===== config.mk =====
export PLATFORM = sky130hd
export DESIGN_NAME = rst_source_arbiter
export DESIGN_NICKNAME = d
export VERILOG_FILES = /design/src/rtl/rsa_pkg.sv /design/src/rtl/rsa_sync2.sv /design/src/rtl/rsa_prio.sv /design/src/rtl/rsa_stretch.sv /design/src/rtl/rst_source_arbiter.sv
export SDC_FILE = /design/constraint.sdc
export NUM_CORES = 1
export LEC_CHECK = 0
export BUFFER_PORTS_ARGS = -buffer_cell sky130_fd_sc_hd__buf_4
export CORE_UTILIZATION = 50
export CTS_BUF_LIST = sky130_fd_sc_hd__clkbuf_4 sky130_fd_sc_hd__clkbuf_8
export DETAILED_ROUTE_END_ITERATION = 10
export PLACE_DENSITY = 0.79
export REMOVE_ABC_BUFFERS = 1
export SYNTH_ARGS = -nofsm -noshare
export SYNTH_HDL_FRONTEND = slang
export SYNTH_SLANG_ARGS = --single-unit

===== constraint.sdc =====
create_clock -name clk_i -period 2.2 [get_ports clk_i]
set_clock_uncertainty 0.2 [all_clocks]
set_input_delay 0.11 -clock clk_i [delete_from_list [all_inputs] [get_ports clk_i]]
set_output_delay 0.11 -clock clk_i [all_outputs]
set_load 0.05 [all_outputs]

===== src/rtl/rsa_pkg.sv =====
package rsa_pkg;

    typedef enum logic [1:0] {
        PM_ACTIVE    = 2'd0,
        PM_SLEEP     = 2'd1,
        PM_HIBERNATE = 2'd2
    } pmode_e;

    typedef enum logic [3:0] {
        CS_NONE     = 4'd0,
        CS_POWERON  = 4'd1,
        CS_PRECISE  = 4'd2,
        CS_SLEEPLV  = 4'd3,
        CS_PIN      = 4'd4,
        CS_WATCHDOG = 4'd5,
        CS_SOFTWARE = 4'd6,
        CS_ALOW     = 4'd7,
        CS_DLOW     = 4'd8,
        CS_AHIGH    = 4'd9
    } cause_e;

    // controller state registered by the top module
    typedef struct packed {
        logic [3:0] status;
        logic       mon_en;
        logic       vprev;
        logic       wake_pend;
        logic       irq;
    } ctl_t;

endpackage


===== src/rtl/rsa_sync2.sv =====
module rsa_sync2 #(
    parameter logic RST_VAL = 1'b1
) (
    input  logic clk_i,
    input  logic arst_i,
    input  logic d_i,
    output logic q_o
);
    logic [1:0] ff_d, ff_q;

    always_comb begin
        ff_d = {ff_q[0], d_i};
    end

    always_ff @(posedge clk_i or posedge arst_i) begin
        if (arst_i) ff_q <= {2{RST_VAL}};
        else        ff_q <= ff_d;
    end

    assign q_o = ff_q[1];
endmodule


===== src/rtl/rsa_prio.sv =====
// Fixed-priority pick: the lowest set index wins.
module rsa_prio #(
    parameter int N = 4,
    parameter int W = (N > 1) ? $clog2(N) : 1
) (
    input  logic [N-1:0] req_i,
    output logic         any_o,
    output logic [W-1:0] idx_o
);
    always_comb begin
        any_o = |req_i;
        idx_o = '0;
        for (int i = N - 1; i >= 0; i--) begin
            if (req_i[i]) idx_o = W'(i);
        end
    end
endmodule


===== src/rtl/rsa_stretch.sv =====
// Holds busy_o for HOLD cycles after the last cycle req_i was sampled high.
module rsa_stretch #(
    parameter int HOLD = 13
) (
    input  logic clk_i,
    input  logic arst_i,
    input  logic req_i,
    output logic busy_o
);
    localparam int CW = $clog2(HOLD + 1);

    logic [CW-1:0] cnt_d, cnt_q;

    always_comb begin
        if (req_i)            cnt_d = CW'(HOLD);
        else if (cnt_q != '0) cnt_d = cnt_q - 1'b1;
        else                  cnt_d = cnt_q;
    end

    always_ff @(posedge clk_i or posedge arst_i) begin
        if (arst_i) cnt_q <= CW'(HOLD);
        else        cnt_q <= cnt_d;
    end

    assign busy_o = (cnt_q != '0);
endmodule


===== src/rtl/rst_source_arbiter.sv =====
module rst_source_arbiter
    import rsa_pkg::*;
#(
    parameter int HOLD_CYCLES = 13
) (
    input  logic       clk_i,
    input  logic       por_i,
    input  logic       prec_dig_lv_i,
    input  logic       prec_ana_lv_i,
    input  logic       ana_reg_en_i,
    input  logic       sleep_lv_i,
    input  logic       pin_rst_n_i,
    input  logic       wdt_expire_i,
    input  logic       sw_rst_req_i,
    input  logic       ana_low_i,
    input  logic       dig_low_i,
    input  logic       ana_high_i,
    input  logic [1:0] pmode_i,
    input  logic       buzz_i,
    input  logic       wake_done_i,
    output logic       sys_rst_o,
    output logic       wake_req_o,
    output logic       lv_irq_o,
    output logic [3:0] status_o
);
    localparam int NRST  = 5;
    localparam int NVOLT = 3;
    localparam int RW    = $clog2(NRST);
    localparam int VW    = $clog2(NVOLT);

    localparam ctl_t CTL_RST = '{status: CS_POWERON, mon_en: 1'b0,
                                 vprev: 1'b0, wake_pend: 1'b0, irq: 1'b0};

    ctl_t ctl_d, ctl_q;

    logic             pin_sync_n;
    logic             is_active, is_sleep, window;
    logic             prec_hit, slv_hit;
    logic [NRST-1:0]  rst_req;
    logic [NVOLT-1:0] volt_req;
    logic             rst_any, volt_any, hold_busy, rst_busy;
    logic [RW-1:0]    rst_idx;
    logic [VW-1:0]    volt_idx;

    rsa_sync2 #(.RST_VAL(1'b1)) u_pin_sync (
        .clk_i  (clk_i),
        .arst_i (por_i),
        .d_i    (pin_rst_n_i),
        .q_o    (pin_sync_n)
    );

    // source qualification by power mode and buzz window
    always_comb begin
        is_active = (pmode_e'(pmode_i) == PM_ACTIVE);
        is_sleep  = (pmode_e'(pmode_i) == PM_SLEEP);
        window    = is_active || (is_sleep && buzz_i);
        prec_hit  = (prec_dig_lv_i || (prec_ana_lv_i && ana_reg_en_i)) && window;
        slv_hit   = sleep_lv_i && !is_active;
        // index order is the recording priority (code = index + 2)
        rst_req   = {sw_rst_req_i, wdt_expire_i, !pin_sync_n, slv_hit, prec_hit};
        volt_req  = {ana_high_i, dig_low_i, ana_low_i}
                    & {NVOLT{ctl_q.mon_en && window}};
    end

    rsa_prio #(.N(NRST), .W(RW)) u_rst_prio (
        .req_i (rst_req),
        .any_o (rst_any),
        .idx_o (rst_idx)
    );

    rsa_prio #(.N(NVOLT), .W(VW)) u_volt_prio (
        .req_i (volt_req),
        .any_o (volt_any),
        .idx_o (volt_idx)
    );

    rsa_stretch #(.HOLD(HOLD_CYCLES)) u_stretch (
        .clk_i  (clk_i),
        .arst_i (por_i),
        .req_i  (rst_any),
        .busy_o (hold_busy)
    );

    assign rst_busy = rst_any || hold_busy;

    always_comb begin
        ctl_d        = ctl_q;
        ctl_d.mon_en = ctl_q.mon_en || !rst_busy;
        if (rst_any) begin
            ctl_d.status = 4'(CS_PRECISE) + {{(4 - RW){1'b0}}, rst_idx};
        end
        if (rst_busy) begin
            ctl_d.vprev     = 1'b0;
            ctl_d.wake_pend = 1'b0;
            ctl_d.irq       = 1'b0;
        end else begin
            ctl_d.vprev = volt_any;
            ctl_d.irq   = 1'b0;
            if (ctl_q.wake_pend && wake_done_i) begin
                ctl_d.wake_pend = 1'b0;
                ctl_d.irq       = 1'b1;
            end else if (volt_any && !ctl_q.vprev) begin
                ctl_d.status = 4'(CS_ALOW) + {{(4 - VW){1'b0}}, volt_idx};
                if (is_sleep) ctl_d.wake_pend = 1'b1;
                else          ctl_d.irq       = 1'b1;
            end
        end
    end

    always_ff @(posedge clk_i or posedge por_i) begin
        if (por_i) ctl_q <= CTL_RST;
        else       ctl_q <= ctl_d;
    end

    // assertion side is asynchronous; release comes from the stretcher
    assign sys_rst_o  = por_i || prec_hit || slv_hit || !pin_rst_n_i
                        || wdt_expire_i || sw_rst_req_i || hold_busy;
    assign wake_req_o = ctl_q.wake_pend;
    assign lv_irq_o   = ctl_q.irq;
    assign status_o   = ctl_q.status;
endmodule



==> results.md <==
* First-pass DRT Iterations at 7
* Setup Crit Path Kind: in2out
* Number of DRC markers in iteration 0 at 16
* Setup WS pre-CTS at around 0.33 ns
* Hold path cells at 5
* Drt total wl at about 2000 um
* Final min period at 2.12 ns
* DR DRC count at 1
* Maximum vdd drop at 0.000330 V
* Tot GR Track Use at 0.244
* Largest net degree at the start of global routing at 15
* Number of global-route vias before repair at 759
* R2R Path Start: u_pin_sync.ff_q[1]
* Sequential share of the synthesized area at 0.409
* Antenna cells at 0
* Crit start category: input pin
* Number of synthesis warnings at 0
* ANT nets after route at 0
* Initial antenna violation count at 0
* Die H at 43.9 um
* Critical Path AT at around 1.8 ns
* Synth top area share at 0.229
* I/O pins at 23
* Critical R2R Capture: status_o[0]
* Synth cell count leaders: dfrtp_1, nand2_1, nor2_1
* Max-Cap Viols at 0
* Flop-to-flop setup slack at about 0.33 ns
* Final setup vio count at 0
* Starting density of the core at 0.556
* Hold crit path type: in2reg
* DIE AREA at approximately 1900 sq um
* CTS sink cnt at 14
* Leakage power at about 0.48 nW
* Worst Path Required at ~1.9 ns
* Peak Freq at approximately 0.47 GHz
* Min-delay src: pmode_i[1]
* Reg clk slew, reported paths at around 0.080 ns
* RSZ-0062 raised after global routing: no
* Setup TNS at 0 ns
* Hold Path End: lv_irq_o
* Syn_area_per_cell at ~9.4 sq um
* Global-route wire length before repair at roughly 3300 um
* Grt ovf at 0
* Fin worst setup slack at a little over 0.08 ns
* TritonCTS Buffers at 3
* Slew @ Worst Pin at 0.575 ns
* Post-synthesis cell count at 93
* Headroom to the max-slew limit at 0.613
* Mapped Area at 876 sq um
* Post-synth EDFFs at 0
* Maximum fanout along the worst path at 8
* Core area at about 1600 sq um
* GP Congestion at 0.809
* Routed len/inst at between 10 and 15 um
* Die W at ~44 um
* Number of core rows at 14
* Synth area leaders: dfrtp_1, dfstp_2, ha_1, o21ai_0, buf_4
* CTS Root Cell: clkbuf_4
* Via/cell ratio at about 5.7
* Pwr Density at around 480 nW/um^2
* Latest clock arrival within the worst-skew pair at between 0.2 and 0.3 ns
* Count of pins over their slew limit at 0
* Failing checks: design-rule violations
* Fin crit share at 0.962
* Port-buffer cells at 22
* Setup Buffers After CTS at 0
* Routed vias at roughly 800
* H-tree levels at 1
* Yosys reg bits at 14
* Post-DP HPWL at approximately 1400 um
* Maximum buffer depth of the clock tree at 2
* Nets at approximately 150
* Post-synth cell types at 35
* Layout area overhead at 29.3%
* CTS tree: done
* Ys flop type: dfrtp_1
* Critical Path Sink Type: primary output
* Ys async rst share at 1.00
* Share of post-route cells with drive strength above 1 at 0.328
* Synth area leader: dfrtp_1
* Status: finished with violations
* Final Hold Viols at 0
* R2R depth at 4
-- timing repair --
action | 4_1_cts | 5_1_grt
hold buffers | 7 | 0
resized for setup | 0 | 2
endpoints found under the hold margin | 13 | 0
setup endpoints to repair | 0 | 3
-- sequential cells by signal, indices dropped and copies added (netlist names) --
signal,flops
u_pin_sync.ff_q,2
status_o,4
wake_req_o,1
u_stretch.cnt_q,4
lv_irq_o,1
ctl_q,2
-- placed cells by master (no fill, tap or decap), types with 2 or more instances in the layout --
cell type	count
dlygate4sd3_1	7
nand3b_1	3
buf_4	24
nor2b_1	2
a31oi_1	3
o21ai_0	5
inv_1	4
dfstp_2	6
a21oi_1	5
dfrtp_1	8
nor2_1	7
or3_1	3
clkbuf_4	3
nand2_1	8
nor3_1	4
nand2b_1	4
ha_1	5
-- worst max-delay path, cell delays in order --
cell and delay, ns:
dlygate4sd3_1 0.53, buf_4 0.14, nor2b_4 0.14, o31ai_1 0.49, nand3b_1 0.19, buf_4 0.20
-- cells by family (layout without fill, tap and decap cells) --
family	count (synthesis)	in the layout	synth area share
simple gates	43	43	0.293
compound gates	21	21	0.153
flops	14	14	0.409
buf+inv	9	38	0.0643
fa+ha+maj	5	5	0.0714
xor+xnor	1	1	0.0100
-- power breakdown --
part | switching (mW) | leakage (nW) | internal, mW
Combinational | 0.0673 | 0.294 | 0.0521
Clock | 0.0849 | 0.0138 | 0.0636
Sequential | 0.00507 | 0.170 | 0.270
Total | 0.157 | 0.478 | 0.386
-- worst max path at each step --
stage                                  start  slack (ns)          end  cells after the start
after floorplan           u_stretch.cnt_q[0]        0.29  status_o[3]                      6
after global placement            pmode_i[1]        0.36  status_o[3]                      7
after detailed placement          pmode_i[1]        0.33  status_o[3]                      7
after CTS                         pmode_i[0]        0.11  status_o[3]                      8
after global routing              pmode_i[0]       0.003    sys_rst_o                      6
final                             pmode_i[0]        0.08    sys_rst_o                      6
-- through the flow --
step	instances	util	area (sq um)	hold slack, ns	power (mW)
global placement	128	0.656	1030	0.000338	0.385
CTS	138	0.715	1130	0.0355	0.544
finish	138	0.718	1130	0.0446	0.543
detailed placement	128	0.656	1030	0.00339	0.387
global route	138	0.718	1130	0.0745	0.570
floorplan	88	-	835	-0.205	0.341
-- cell type report --
type,count,area (sq um)
clock buffers,3,22.5
repair buffers,31,250
multi-input cells,70,467
fillers,130,444
inverters,4,15.0
well taps,16,20.0
flip-flops and latches,14,358
-- metal layers --
layer | GRT usage | wire length, um
met3 | 0.0625 | 58
met2 | 0.412 | 940
met5 | 0 | 0
met1 | 0.296 | 946
met4 | 0.0970 | 46
Note: power is estimated with default switching activity, not from simulation.
